### config.mk
export PLATFORM = sky130hd
export DESIGN_NAME = xlat_probe
export DESIGN_NICKNAME = d
export VERILOG_FILES = /design/src/rtl/xlat_probe_pkg.sv /design/src/rtl/xlat_fc_sel.sv /design/src/rtl/xlat_l0_lookup.sv /design/src/rtl/xlat_desc_eval.sv /design/src/rtl/xlat_probe.sv
export SDC_FILE = /design/constraint.sdc
export NUM_CORES = 1
export LEC_CHECK = 0
export BUFFER_PORTS_ARGS = -buffer_cell sky130_fd_sc_hd__buf_4
export CORE_AREA = 2 2 142 144
export DETAILED_ROUTE_END_ITERATION = 10
export DIE_AREA = 0 0 144 146
export PLACE_DENSITY = 0.76
export SYNTH_ARGS = -nofsm -noshare
export SYNTH_HDL_FRONTEND = slang
export SYNTH_SLANG_ARGS = --single-unit
### constraint.sdc
create_clock -name clk -period 12.45 [get_ports clk]
set_clock_uncertainty 0.2 [all_clocks]
set_input_delay 1.8675 -clock clk [delete_from_list [all_inputs] [get_ports clk]]
set_output_delay 1.8675 -clock clk [all_outputs]
set_load 0.01 [all_outputs]
### src/rtl/xlat_probe_pkg.sv
package xlat_probe_pkg;

   typedef enum logic [1:0] {
      PS_IDLE  = 2'd0,
      PS_LOOK  = 2'd1,
      PS_FETCH = 2'd2
   } probe_st_e;

   typedef enum logic [1:0] {
      FCS_IMM  = 2'd0,
      FCS_DREG = 2'd1,
      FCS_SRC  = 2'd2,
      FCS_DST  = 2'd3
   } fc_src_e;

   // status word bit positions
   localparam int ST_HIT  = 0;
   localparam int ST_TT   = 1;
   localparam int ST_INV  = 2;
   localparam int ST_LIM  = 3;
   localparam int ST_BERR = 4;
   localparam int ST_WP   = 5;
   localparam int ST_LVL  = 6;
   localparam int FLAG_N  = 6;

endpackage

### src/rtl/xlat_fc_sel.sv
module xlat_fc_sel
   import xlat_probe_pkg::*;
#(
   parameter int FC_W = 3
) (
   input  logic [1:0]      sel,
   input  logic [FC_W-1:0] imm,
   input  logic [FC_W-1:0] dreg,
   input  logic [FC_W-1:0] sfc,
   input  logic [FC_W-1:0] dfc,
   output logic [FC_W-1:0] fc
);

   always_comb begin
      unique case (fc_src_e'(sel))
         FCS_IMM:  fc = imm;
         FCS_DREG: fc = dreg;
         FCS_SRC:  fc = sfc;
         default:  fc = dfc;
      endcase
   end

endmodule

### src/rtl/xlat_l0_lookup.sv
module xlat_l0_lookup #(
   parameter int N      = 4,
   parameter int FC_W   = 3,
   parameter int PAGE_W = 28,
   parameter int TT_N   = 2,
   parameter int TT_W   = 8
) (
   input  logic [FC_W-1:0]      fc,
   input  logic [PAGE_W-1:0]    page,
   input  logic [TT_W-1:0]      tt_key,
   input  logic                 wr,
   input  logic [N-1:0]         cache_vld,
   input  logic [N*FC_W-1:0]    cache_fc,
   input  logic [N*PAGE_W-1:0]  cache_page,
   input  logic [N-1:0]         cache_wp,
   input  logic [TT_N-1:0]      tt_en,
   input  logic [TT_N*TT_W-1:0] tt_base,
   input  logic [TT_N*TT_W-1:0] tt_mask,
   input  logic [TT_N-1:0]      tt_rw_chk,
   input  logic [TT_N-1:0]      tt_write,
   output logic                 hit,
   output logic                 hit_wp,
   output logic                 tt_hit
);

   logic [N-1:0]    ent_match;
   logic [TT_N-1:0] win_match;

   for (genvar e = 0; e < N; e++) begin : g_ent
      assign ent_match[e] = cache_vld[e]
                          && (cache_fc[e*FC_W +: FC_W] == fc)
                          && (cache_page[e*PAGE_W +: PAGE_W] == page);
   end

   for (genvar w = 0; w < TT_N; w++) begin : g_win
      assign win_match[w] = tt_en[w]
                          && (((tt_key ^ tt_base[w*TT_W +: TT_W]) & ~tt_mask[w*TT_W +: TT_W]) == '0)
                          && (!tt_rw_chk[w] || (tt_write[w] == wr));
   end

   // lowest-numbered match wins: scan from the top so it overwrites last
   always_comb begin
      hit_wp = 1'b0;
      for (int e = N - 1; e >= 0; e--) begin
         if (ent_match[e]) hit_wp = cache_wp[e];
      end
   end

   assign hit    = |ent_match;
   assign tt_hit = |win_match;

endmodule

### src/rtl/xlat_desc_eval.sv
module xlat_desc_eval #(
   parameter int DESC_W = 32,
   parameter int PA_W   = 32,
   parameter int IDX_W  = 4,
   parameter int ALIGN  = 16
) (
   input  logic [DESC_W-1:0] desc,
   input  logic              berr,
   input  logic              last,
   input  logic [IDX_W-1:0]  next_idx,
   output logic              stop,
   output logic              f_inv,
   output logic              f_lim,
   output logic              f_berr,
   output logic              wp,
   output logic [PA_W-1:0]   next_base
);

   localparam int V_BIT   = 0;
   localparam int WP_BIT  = 2;
   localparam int RSV_LSB = 3;
   localparam int RSV_W   = 5;
   localparam int LIM_LSB = RSV_LSB + RSV_W;
   localparam int LIM_W   = 8;

   logic             ok;
   logic [LIM_W-1:0] lim;

   assign ok        = desc[V_BIT] && (desc[RSV_LSB +: RSV_W] == '0);
   assign lim       = desc[LIM_LSB +: LIM_W];
   assign f_berr    = berr;
   assign f_inv     = !berr && !ok;
   assign f_lim     = !berr && ok && !last && (LIM_W'(next_idx) > lim);
   assign wp        = !berr && ok && desc[WP_BIT];
   assign stop      = f_berr || f_inv || f_lim;
   assign next_base = PA_W'({desc[DESC_W-1:ALIGN], {ALIGN{1'b0}}});

endmodule

### src/rtl/xlat_probe.sv
module xlat_probe
   import xlat_probe_pkg::*;
#(
   parameter int VA_W      = 32,
   parameter int PA_W      = 32,
   parameter int IDX_W     = 4,
   parameter int LVL_W     = 3,
   parameter int FC_W      = 3,
   parameter int CACHE_N   = 4,
   parameter int TT_N      = 2,
   parameter int TT_W      = 8,
   parameter int TBL_ALIGN = 16
) (
   input  logic                      clk,
   input  logic                      rst_n,
   input  logic                      req,
   input  logic                      req_super,
   input  logic                      req_write,
   input  logic [LVL_W-1:0]          req_level,
   input  logic [1:0]                req_fc_sel,
   input  logic [FC_W-1:0]           req_fc_imm,
   input  logic [FC_W-1:0]           req_dreg_fc,
   input  logic                      req_want_addr,
   input  logic [VA_W-1:0]           req_va,
   input  logic [FC_W-1:0]           sfc,
   input  logic [FC_W-1:0]           dfc,
   input  logic [PA_W-1:0]           root_ptr,
   input  logic [CACHE_N-1:0]        cache_vld,
   input  logic [CACHE_N*FC_W-1:0]   cache_fc,
   input  logic [CACHE_N*((2**LVL_W-1)*IDX_W)-1:0] cache_page,
   input  logic [CACHE_N-1:0]        cache_wp,
   input  logic [TT_N-1:0]           tt_en,
   input  logic [TT_N*TT_W-1:0]      tt_base,
   input  logic [TT_N*TT_W-1:0]      tt_mask,
   input  logic [TT_N-1:0]           tt_rw_chk,
   input  logic [TT_N-1:0]           tt_write,
   output logic                      mem_req,
   output logic [PA_W-1:0]           mem_addr,
   input  logic                      mem_rvalid,
   input  logic [31:0]               mem_rdata,
   input  logic                      mem_berr,
   output logic                      busy,
   output logic                      done,
   output logic                      trap,
   output logic [FLAG_N+LVL_W-1:0]   status,
   output logic [PA_W-1:0]           phys_addr,
   output logic                      phys_valid
);

   localparam int MAX_LVL = 2**LVL_W - 1;
   localparam int PAGE_W  = MAX_LVL * IDX_W;
   localparam int STAT_W  = FLAG_N + LVL_W;
   localparam int DESC_W  = 32;

   if (PAGE_W > VA_W) begin : g_bad_page
      $error("xlat_probe: table indices need more address bits than VA_W");
   end
   if (IDX_W > 8) begin : g_bad_idx
      $error("xlat_probe: IDX_W exceeds the descriptor limit field");
   end
   if (TT_W > VA_W) begin : g_bad_tt
      $error("xlat_probe: window key wider than the address");
   end
   if (PA_W > DESC_W || PA_W <= TBL_ALIGN) begin : g_bad_pa
      $error("xlat_probe: PA_W must lie above TBL_ALIGN and within a descriptor");
   end
   if (IDX_W + 2 > TBL_ALIGN) begin : g_bad_align
      $error("xlat_probe: table does not fit its alignment");
   end

   probe_st_e          st_q;
   logic [VA_W-1:0]    va_q;
   logic [FC_W-1:0]    fc_q;
   logic               wr_q;
   logic               want_q;
   logic [LVL_W-1:0]   tgt_q;
   logic [LVL_W-1:0]   cur_q;
   logic [PA_W-1:0]    base_q;
   logic               wp_acc_q;
   logic [STAT_W-1:0]  status_q;
   logic [PA_W-1:0]    phys_q;
   logic               done_q;
   logic               trap_q;
   logic               pvld_q;

   logic [FC_W-1:0]    fc_new;
   logic               c_hit, c_wp, w_hit;
   logic [IDX_W-1:0]   cur_idx, nxt_idx;
   logic               last_lvl;
   logic               ev_stop, ev_inv, ev_lim, ev_berr, ev_wp;
   logic [PA_W-1:0]    ev_base;
   logic [STAT_W-1:0]  l0_st, wk_st;

   function automatic logic [IDX_W-1:0] lvl_slice(input logic [VA_W-1:0] va, input int lvl);
      int sh;
      sh = VA_W - lvl * IDX_W;
      if (sh < 0) sh = 0;
      return IDX_W'(va >> sh);
   endfunction

   xlat_fc_sel #(.FC_W(FC_W)) i_fc_sel (
      .sel  (req_fc_sel),
      .imm  (req_fc_imm),
      .dreg (req_dreg_fc),
      .sfc  (sfc),
      .dfc  (dfc),
      .fc   (fc_new)
   );

   xlat_l0_lookup #(
      .N(CACHE_N), .FC_W(FC_W), .PAGE_W(PAGE_W), .TT_N(TT_N), .TT_W(TT_W)
   ) i_l0 (
      .fc         (fc_q),
      .page       (va_q[VA_W-1 -: PAGE_W]),
      .tt_key     (va_q[VA_W-1 -: TT_W]),
      .wr         (wr_q),
      .cache_vld  (cache_vld),
      .cache_fc   (cache_fc),
      .cache_page (cache_page),
      .cache_wp   (cache_wp),
      .tt_en      (tt_en),
      .tt_base    (tt_base),
      .tt_mask    (tt_mask),
      .tt_rw_chk  (tt_rw_chk),
      .tt_write   (tt_write),
      .hit        (c_hit),
      .hit_wp     (c_wp),
      .tt_hit     (w_hit)
   );

   assign cur_idx  = lvl_slice(va_q, int'(cur_q));
   assign nxt_idx  = lvl_slice(va_q, int'(cur_q) + 1);
   assign last_lvl = (cur_q == tgt_q);

   xlat_desc_eval #(
      .DESC_W(DESC_W), .PA_W(PA_W), .IDX_W(IDX_W), .ALIGN(TBL_ALIGN)
   ) i_eval (
      .desc      (mem_rdata),
      .berr      (mem_berr),
      .last      (last_lvl),
      .next_idx  (nxt_idx),
      .stop      (ev_stop),
      .f_inv     (ev_inv),
      .f_lim     (ev_lim),
      .f_berr    (ev_berr),
      .wp        (ev_wp),
      .next_base (ev_base)
   );

   assign mem_req  = (st_q == PS_FETCH);
   assign mem_addr = base_q + (PA_W'(cur_idx) << 2);

   always_comb begin
      l0_st          = '0;
      l0_st[ST_HIT]  = c_hit;
      l0_st[ST_TT]   = w_hit;
      l0_st[ST_WP]   = c_hit && c_wp;
      wk_st          = '0;
      wk_st[ST_INV]  = ev_inv;
      wk_st[ST_LIM]  = ev_lim;
      wk_st[ST_BERR] = ev_berr;
      wk_st[ST_WP]   = wp_acc_q || ev_wp;
      wk_st[ST_LVL +: LVL_W] = cur_q;
   end

   always_ff @(posedge clk or negedge rst_n) begin
      if (!rst_n) begin
         st_q     <= PS_IDLE;
         va_q     <= '0;
         fc_q     <= '0;
         wr_q     <= 1'b0;
         want_q   <= 1'b0;
         tgt_q    <= '0;
         cur_q    <= '0;
         base_q   <= '0;
         wp_acc_q <= 1'b0;
         status_q <= '0;
         phys_q   <= '0;
         done_q   <= 1'b0;
         trap_q   <= 1'b0;
         pvld_q   <= 1'b0;
      end else begin
         done_q <= 1'b0;
         trap_q <= 1'b0;
         pvld_q <= 1'b0;
         unique case (st_q)
            PS_IDLE: begin
               if (req) begin
                  if (!req_super) begin
                     trap_q <= 1'b1;
                  end else begin
                     va_q     <= req_va;
                     fc_q     <= fc_new;
                     wr_q     <= req_write;
                     want_q   <= req_want_addr;
                     tgt_q    <= req_level;
                     cur_q    <= LVL_W'(1);
                     base_q   <= root_ptr;
                     wp_acc_q <= 1'b0;
                     st_q     <= (req_level == '0) ? PS_LOOK : PS_FETCH;
                  end
               end
            end
            PS_LOOK: begin
               status_q <= l0_st;
               done_q   <= 1'b1;
               st_q     <= PS_IDLE;
            end
            PS_FETCH: begin
               if (mem_rvalid) begin
                  if (ev_stop || last_lvl) begin
                     status_q <= wk_st;
                     phys_q   <= mem_addr;
                     pvld_q   <= want_q;
                     done_q   <= 1'b1;
                     st_q     <= PS_IDLE;
                  end else begin
                     wp_acc_q <= wp_acc_q || ev_wp;
                     base_q   <= ev_base;
                     cur_q    <= cur_q + LVL_W'(1);
                  end
               end
            end
            default: st_q <= PS_IDLE;
         endcase
      end
   end

   assign busy       = (st_q != PS_IDLE);
   assign done       = done_q;
   assign trap       = trap_q;
   assign status     = status_q;
   assign phys_addr  = phys_q;
   assign phys_valid = pvld_q;

endmodule

Word-level counts from Yosys, hierarchy flattened
Cells that the tools add are included.

Add/subtract/negate cells: 5. $mul: 0. Divide/modulo/power cells: 0. $lt $le $gt $ge: 3. Equality and inequality tests: 20. Shift-type cells: 2. Muxes and demuxes: 40. Bitwise logic cells: 6. Reductions and logical operators: 46.

Operator list (count): 2-to-1 mux 32 bit (6); == test 28 bit (4); one-hot mux 32 bit (2 select lines) (1); right shift 32 x 32 -> 4 bit (2); adder 32 x 6 -> 32 bit (1); logical AND 1 bit (19); 2-to-1 mux 9 bit (2); one-hot mux 9 bit (2 select lines) (1); bitwise AND 8 bit (2); zero test 8 bit (2); 2-to-1 mux 1 bit (16); NOT 8 bit (2); bitwise XOR 8 bit (2); == test 3 bit (5); less-than comparator 7 x 1 -> 1 bit (second input constant) (2); 2-to-1 mux 3 bit (4); 2-to-1 mux 2 bit (5); one-hot mux 3 bit (3 select lines) (1); AND reduction 3 bit (3); > comparator 4 x 8 -> 1 bit (1); subtractor 6 x 5 -> 7 bit (first input constant) (1); subtractor 6 x 6 -> 7 bit (first input constant) (1); logical OR 1 bit (6); inequality test 2 bit (second input constant) (3); 18 further kinds (30).

Flip-flop bits (word level): 122. Bits in latches: 0. RAM bits: 0. Bits in read-only memories: 0. Bits of input ports: 291. Output and inout bits: 78. Word-level logic and storage cells: 136. Memories: 0.

Logic depth before layout (Yosys ltp)
Word-level depth: 12. Gate-level depth with buffers: 18. Depth with buffers taken out: 15.

Cells and area by module
From an unflattened synthesis, not the netlist that was laid out.

Cells, all modules: 846. Area total of the unflattened synthesis: 8809.7 sq um.

Modules (own cells, without submodules): xlat_probe (times used 1, cells an instance 547, area an instance 6376.1 sq um, seq. area each 3052.9 sq um); xlat_l0_lookup (times used 1, cells an instance 239, area an instance 1928.1 sq um, seq. area each 0.0 sq um); xlat_desc_eval (times used 1, cells an instance 57, area an instance 426.7 sq um, seq. area each 0.0 sq um); xlat_fc_sel (times used 1, cells an instance 3, area an instance 78.8 sq um, seq. area each 0.0 sq um).

Worst setup path after synthesis
No wires, ideal clock.

Path kind: register to output. From: reg cur_q[0]. To: out mem_addr[23]. Data arrival time: 3.568 ns. Setup slack: 6.814 ns. Stages on the path, launching flop included: 17. Buffers on the path: 3. Cells stage by stage: dfrtp_1 -> buf_4 -> inv_1 -> ha_1 -> buf_1 -> mux4_2 -> a221oi_1 -> a21o_1 -> inv_1 -> ha_1 -> a21o_1 -> a21oi_1 -> o21bai_1 -> and2_1 -> buf_4 -> and4_1 -> xor2_2.

Word-level cells in the longest chain between the ends: 5.

Ends and longest elaborated chain: from (decl) (RTL line xlat_probe.sv:77) `logic [LVL_W-1:0] cur_q;`; from (signal assigned) (RTL line xlat_probe.sv:220) `cur_q <= cur_q + LVL_W'(1);`; subtractor 6 x 5 -> 7 bit (*) (RTL line xlat_probe.sv:96) `sh = VA_W - lvl * IDX_W;`; less-than comparator 7 x 1 -> 1 bit (RTL line xlat_probe.sv:97) `if (sh < 0) sh = 0;`; 2-to-1 mux 32 bit (*) (RTL line xlat_probe.sv:97); right shift 32 x 32 -> 4 bit (*) (RTL line xlat_probe.sv:98) `return IDX_W'(va >> sh);`; adder 32 x 6 -> 32 bit (*) (RTL line xlat_probe.sv:151) `assign mem_addr = base_q + (PA_W'(cur_idx) << 2);`; to (decl) (RTL line xlat_probe.sv:38) `output logic [PA_W-1:0] mem_addr,`.

Mark *: on every way between the ends. The rest lies on a longest branch, timed or not.

Worst setup path in the final report
From: reg cur_q[0]. To: out mem_addr[12].

Same word-level chain as after synthesis.

==> results.cfg <==
[global_routing]
grt_util_all_layers_pct = 27.5
grt_first_pass_wirelength_um = 43000
initial_antenna_violation_count = 1
global_route.overflow_total = 0
number_of_global_route_vias_before_repair = 7513
maximum_number_of_pins_on_one_net_before_global_route_repair = 69

[die]
fp.dieArea_um2 = 21000
die_height_um = 146
rows = 51
floorplan.initialDensity_pct = 42.0
floorplan.core_area_um2 = 19300
die_width_um = 144
floorplan.io_pins = 369

[detailed_routing]
ant_nets = 0
finalWirelength_um = 28900
detail_route.iter0.violations = 380
drtPass1Iterations = 5
wl_per_cell_um = 20.9
drt-vias-per-instance = 5.34
vias = 7385
drt_drc_violations_left = 0

[cells_and_area]
layout_common_cells = 371 x sky130_fd_sc_hd__buf_4, 155 x sky130_fd_sc_hd__xnor2_1, 122 x sky130_fd_sc_hd__dfrtp_1, 71 x sky130_fd_sc_hd__mux2_2, 46 x sky130_fd_sc_hd__a21oi_1
post_route_cells_drive_above_1_share_pct = 45.3
area_delta_synth_final_pct = 43.9
multi_input_area_um2 = 4730
layout.cells.most_common = sky130_fd_sc_hd__buf_4
num-fill-cells = 1698
seqCellArea_um2 = 3050
layout.core_utilization_pct = 60.4
design.final.nets = 1409
count_of_non_filler_cells_in_the_finished_layout = 1383

[worst_setup_path]
cp_data_arrival_time_ns = 5.40
longest_individual_stage_delay_on_the_worst_path_ns = 1.03
crit_top_cell = sky130_fd_sc_hd__inv_1
crit_cells = 15
crit_path_start_kind = flop
timing.setup.critical_path_class = flop to output port
timing.reg2reg.worst_path_depth = 15
cp_max_fo = 20
critPathRequiredTime_ns = 10.38
worst-path-buf-inv = 4
kind_of_end_point_of_the_critical_path = output port
critical-path-slowest-cell = sky130_fd_sc_hd__dfrtp_1
critical-path-top-delay-family = adder cells
critical_path.cell_chain = inv_1 > ha_1 > mux4_2 > a22oi_1 > a21oi_1 > ha_1 > inv_1 > fa_1 > inv_1 > a21oi_1 > o21bai_1 > nand2_1 > nor2_1 > xor2_1 > buf_4

[sta]
worst_slew_pin_slew_ns = 1.04
finalSetupViolations = 0
final.hold.worst_slack_ns = 0.290
pins_over_slew_limit = 0
final_min_period_ns = 7.47
finalSetupTns_ns = 0
min_period_over_period_pct = 60.0
timing.max_slew.rel_slack_pct = 30.4
report.final.hold_viol_count = 0
timing.fmax_mhz = 134
grt_setup_unrepaired = false

[flow_run]
number_of_maximum_capacitance_constraint_violations = 0

[cts]
cts.path.max_buffers = 2
root_buffer = sky130_fd_sc_hd__clkbuf_16
cts_tree = built
numCtsBuffers = 17
cts_htree_levels = 4
total_of_hold_buffers_inserted_after_clock_tree_synthesis = 0
clock_latency_ns = 0.42
cts-resized-gates = 0
clkTransAtPathRegs_ns = 0.06
tritoncts_num_sinks = 122
post_cts_buffers = 0

[power]
net-switching-power_mw = 1.10
power.share.switching_pct = 39.3
power_density_nw_per_um2 = 239
internal_power_mw = 1.69
leakagePower_nw = 5.34
worst_ir_drop_vdd_uv = 161
power.share.combinational_pct = 47.2
seq_power_share_pct = 32.5
share_clk_of_total_power_pct = 20.2

[synthesis]
syn_avg_cell_area_um2 = 10.5
most_used_flip_flop_cell_after_synthesis = sky130_fd_sc_hd__dfrtp_1
post_synth_num_cell_types = 49
synthesis.yosys.warnings = 0
synth-edff-count = 0
seq_area_frac_synth_pct = 37.6
syn-num-nets = 1079
synth_cells = 774
netlist_area_um2 = 8120
synth-async-reset-ratio_pct = 100
flip_flop_and_latch_count_after_synthesis = 122

[worst_hold_path]
min_path_type = flop to flop
worst_hold_stages = 1

[place]
routabilityCongestion = 0.940
instance_count_after_placement_with_tap_cells_included = 1350
post-dp-hpwl_um = 22300
port_buf_inserts = 367

[outcome]
outcome = complete, no violations
[kinds of logic (layout without fill, tap and decap cells)]
kind of cell	Yosys count	after routing	share of synthesized area, %
AO/OA/AOI/OAI	115	115	8.93
XOR/XNOR	173	173	18.9
adder cells (fa/ha/maj)	14	14	2.25
buffers and inverters	84	427	4.30
flip-flops	122	122	37.6
multiplexers	111	111	17.7
other	0	1	0
AND/OR/NAND/NOR	155	155	10.3
[power groups by stage]
stage          registers (mW)  logic, mW  clock network (mW)
2_1_floorplan           0.699      0.971                   0
3_3_place_gp            0.892       1.29                   0
3_5_place_dp            0.902       1.32                   0
4_1_cts                 0.897       1.33               0.572
5_1_grt                 0.928       1.43               0.592
6_report                0.907       1.32               0.564
[cells in the mapped netlist, types with 2 or more instances]
| cell type | count | share of area [%] |
|---|---|---|
| sky130_fd_sc_hd__clkbuf_1 | 41 | 1.9 |
| sky130_fd_sc_hd__buf_4 | 6 | 0.55 |
| sky130_fd_sc_hd__a21oi_1 | 46 | 2.8 |
| sky130_fd_sc_hd__nor2_2 | 2 | 0.15 |
| sky130_fd_sc_hd__o21bai_1 | 4 | 0.37 |
| sky130_fd_sc_hd__o21ai_1 | 4 | 0.25 |
| sky130_fd_sc_hd__nor3_1 | 3 | 0.18 |
| sky130_fd_sc_hd__and3_1 | 21 | 1.6 |
| sky130_fd_sc_hd__a221oi_1 | 4 | 0.43 |
| sky130_fd_sc_hd__nand3b_1 | 2 | 0.18 |
| sky130_fd_sc_hd__nand4_1 | 39 | 3.0 |
| sky130_fd_sc_hd__mux4_2 | 19 | 5.3 |
| sky130_fd_sc_hd__buf_2 | 9 | 0.55 |
| sky130_fd_sc_hd__o22ai_1 | 7 | 0.54 |
| sky130_fd_sc_hd__xnor2_1 | 155 | 17 |
| sky130_fd_sc_hd__dfrtp_1 | 122 | 38 |
| sky130_fd_sc_hd__a21boi_0 | 2 | 0.18 |
| sky130_fd_sc_hd__a22oi_1 | 5 | 0.46 |
| sky130_fd_sc_hd__ha_1 | 13 | 2.0 |
| sky130_fd_sc_hd__nor2_1 | 17 | 0.79 |
| sky130_fd_sc_hd__nor4_1 | 10 | 0.77 |
| sky130_fd_sc_hd__a21o_1 | 18 | 1.7 |
| sky130_fd_sc_hd__and2_1 | 2 | 0.15 |
| sky130_fd_sc_hd__nor2b_1 | 2 | 0.15 |
| sky130_fd_sc_hd__a211oi_1 | 2 | 0.18 |
| sky130_fd_sc_hd__and4_1 | 4 | 0.43 |
| sky130_fd_sc_hd__a31oi_1 | 2 | 0.15 |
| sky130_fd_sc_hd__nand2_1 | 32 | 1.5 |
| sky130_fd_sc_hd__o21ai_0 | 13 | 0.80 |
| sky130_fd_sc_hd__mux2_2 | 71 | 9.9 |
| sky130_fd_sc_hd__mux2i_1 | 20 | 2.5 |
| sky130_fd_sc_hd__xor2_1 | 16 | 1.7 |
| sky130_fd_sc_hd__xor2_2 | 2 | 0.40 |
| sky130_fd_sc_hd__nand3_1 | 18 | 1.1 |
| sky130_fd_sc_hd__buf_1 | 5 | 0.23 |
| sky130_fd_sc_hd__inv_1 | 23 | 1.1 |
[routing by layer]
metal | share of wire [%] | global-route usage [%]
met1 | 41 | 35.9
met2 | 47 | 43.4
met3 | 7.7 | 7.57
met4 | 3.3 | 10.8
met5 | 0 | 0
[layout make-up]
class                           instances  share of cell area, %
Multi-Input combinational cell        568                   40.5
Clock inverter                         12                   1.87
Tap cell                              265                   2.84
Antenna cell                            1                 0.0214
Sequential cell                       122                   26.1
Timing Repair Buffer                  372                   23.9
Clock buffer                           20                   3.91
Inverter                               23                  0.739
[per-stage QoR]
step / instance area, um2 / worst slack, ns / power [mW]
2_1_floorplan: 8120 / 6.81 / 1.67
3_3_place_gp: 11000 / 5.51 / 2.18
3_5_place_dp: 11000 / 5.46 / 2.22
4_1_cts: 11700 / 4.97 / 2.80
5_1_grt: 11700 / 4.55 / 2.95
6_report: 11700 / 4.98 / 2.79
[flip-flops by register name, summed over array words and instances (netlist names), 2 cells and up]
signal	flops
base_q	32
phys_addr	32
va_q	32
status	9
cur_q	3
fc_q	3
tgt_q	3
st_q	2
[worst register-to-register path: stages (launching register included)]
cell and delay (ns):
sky130_fd_sc_hd__dfrtp_1 1.03, sky130_fd_sc_hd__inv_1 0.32, sky130_fd_sc_hd__ha_1 0.70, sky130_fd_sc_hd__nor2_1 0.12, sky130_fd_sc_hd__a21oi_2 0.39, sky130_fd_sc_hd__mux4_2 0.38
sky130_fd_sc_hd__nand2_1 0.08, sky130_fd_sc_hd__a21oi_1 0.08, sky130_fd_sc_hd__ha_1 0.30, sky130_fd_sc_hd__nor2b_1 0.14, sky130_fd_sc_hd__o21a_1 0.17, sky130_fd_sc_hd__o21ai_0 0.14
sky130_fd_sc_hd__a21oi_1 0.21, sky130_fd_sc_hd__o31ai_4 0.72, sky130_fd_sc_hd__and2_1 0.84, sky130_fd_sc_hd__mux2_1 0.39
[path summary, 6_finish.rpt]
check                          start       endpoint  slack, ns
hold reg to reg            base_q[4]      base_q[4]       0.29
min in group asynchronous      rst_n           wr_q       1.26
setup / recovery            cur_q[0]   mem_addr[12]       4.98
hold / removal             base_q[4]      base_q[4]       0.29
setup reg to reg            cur_q[0]       wp_acc_q       6.12
max in group asynchronous      rst_n  phys_addr[29]       9.59
Note: power is estimated with default switching activity, not from simulation.
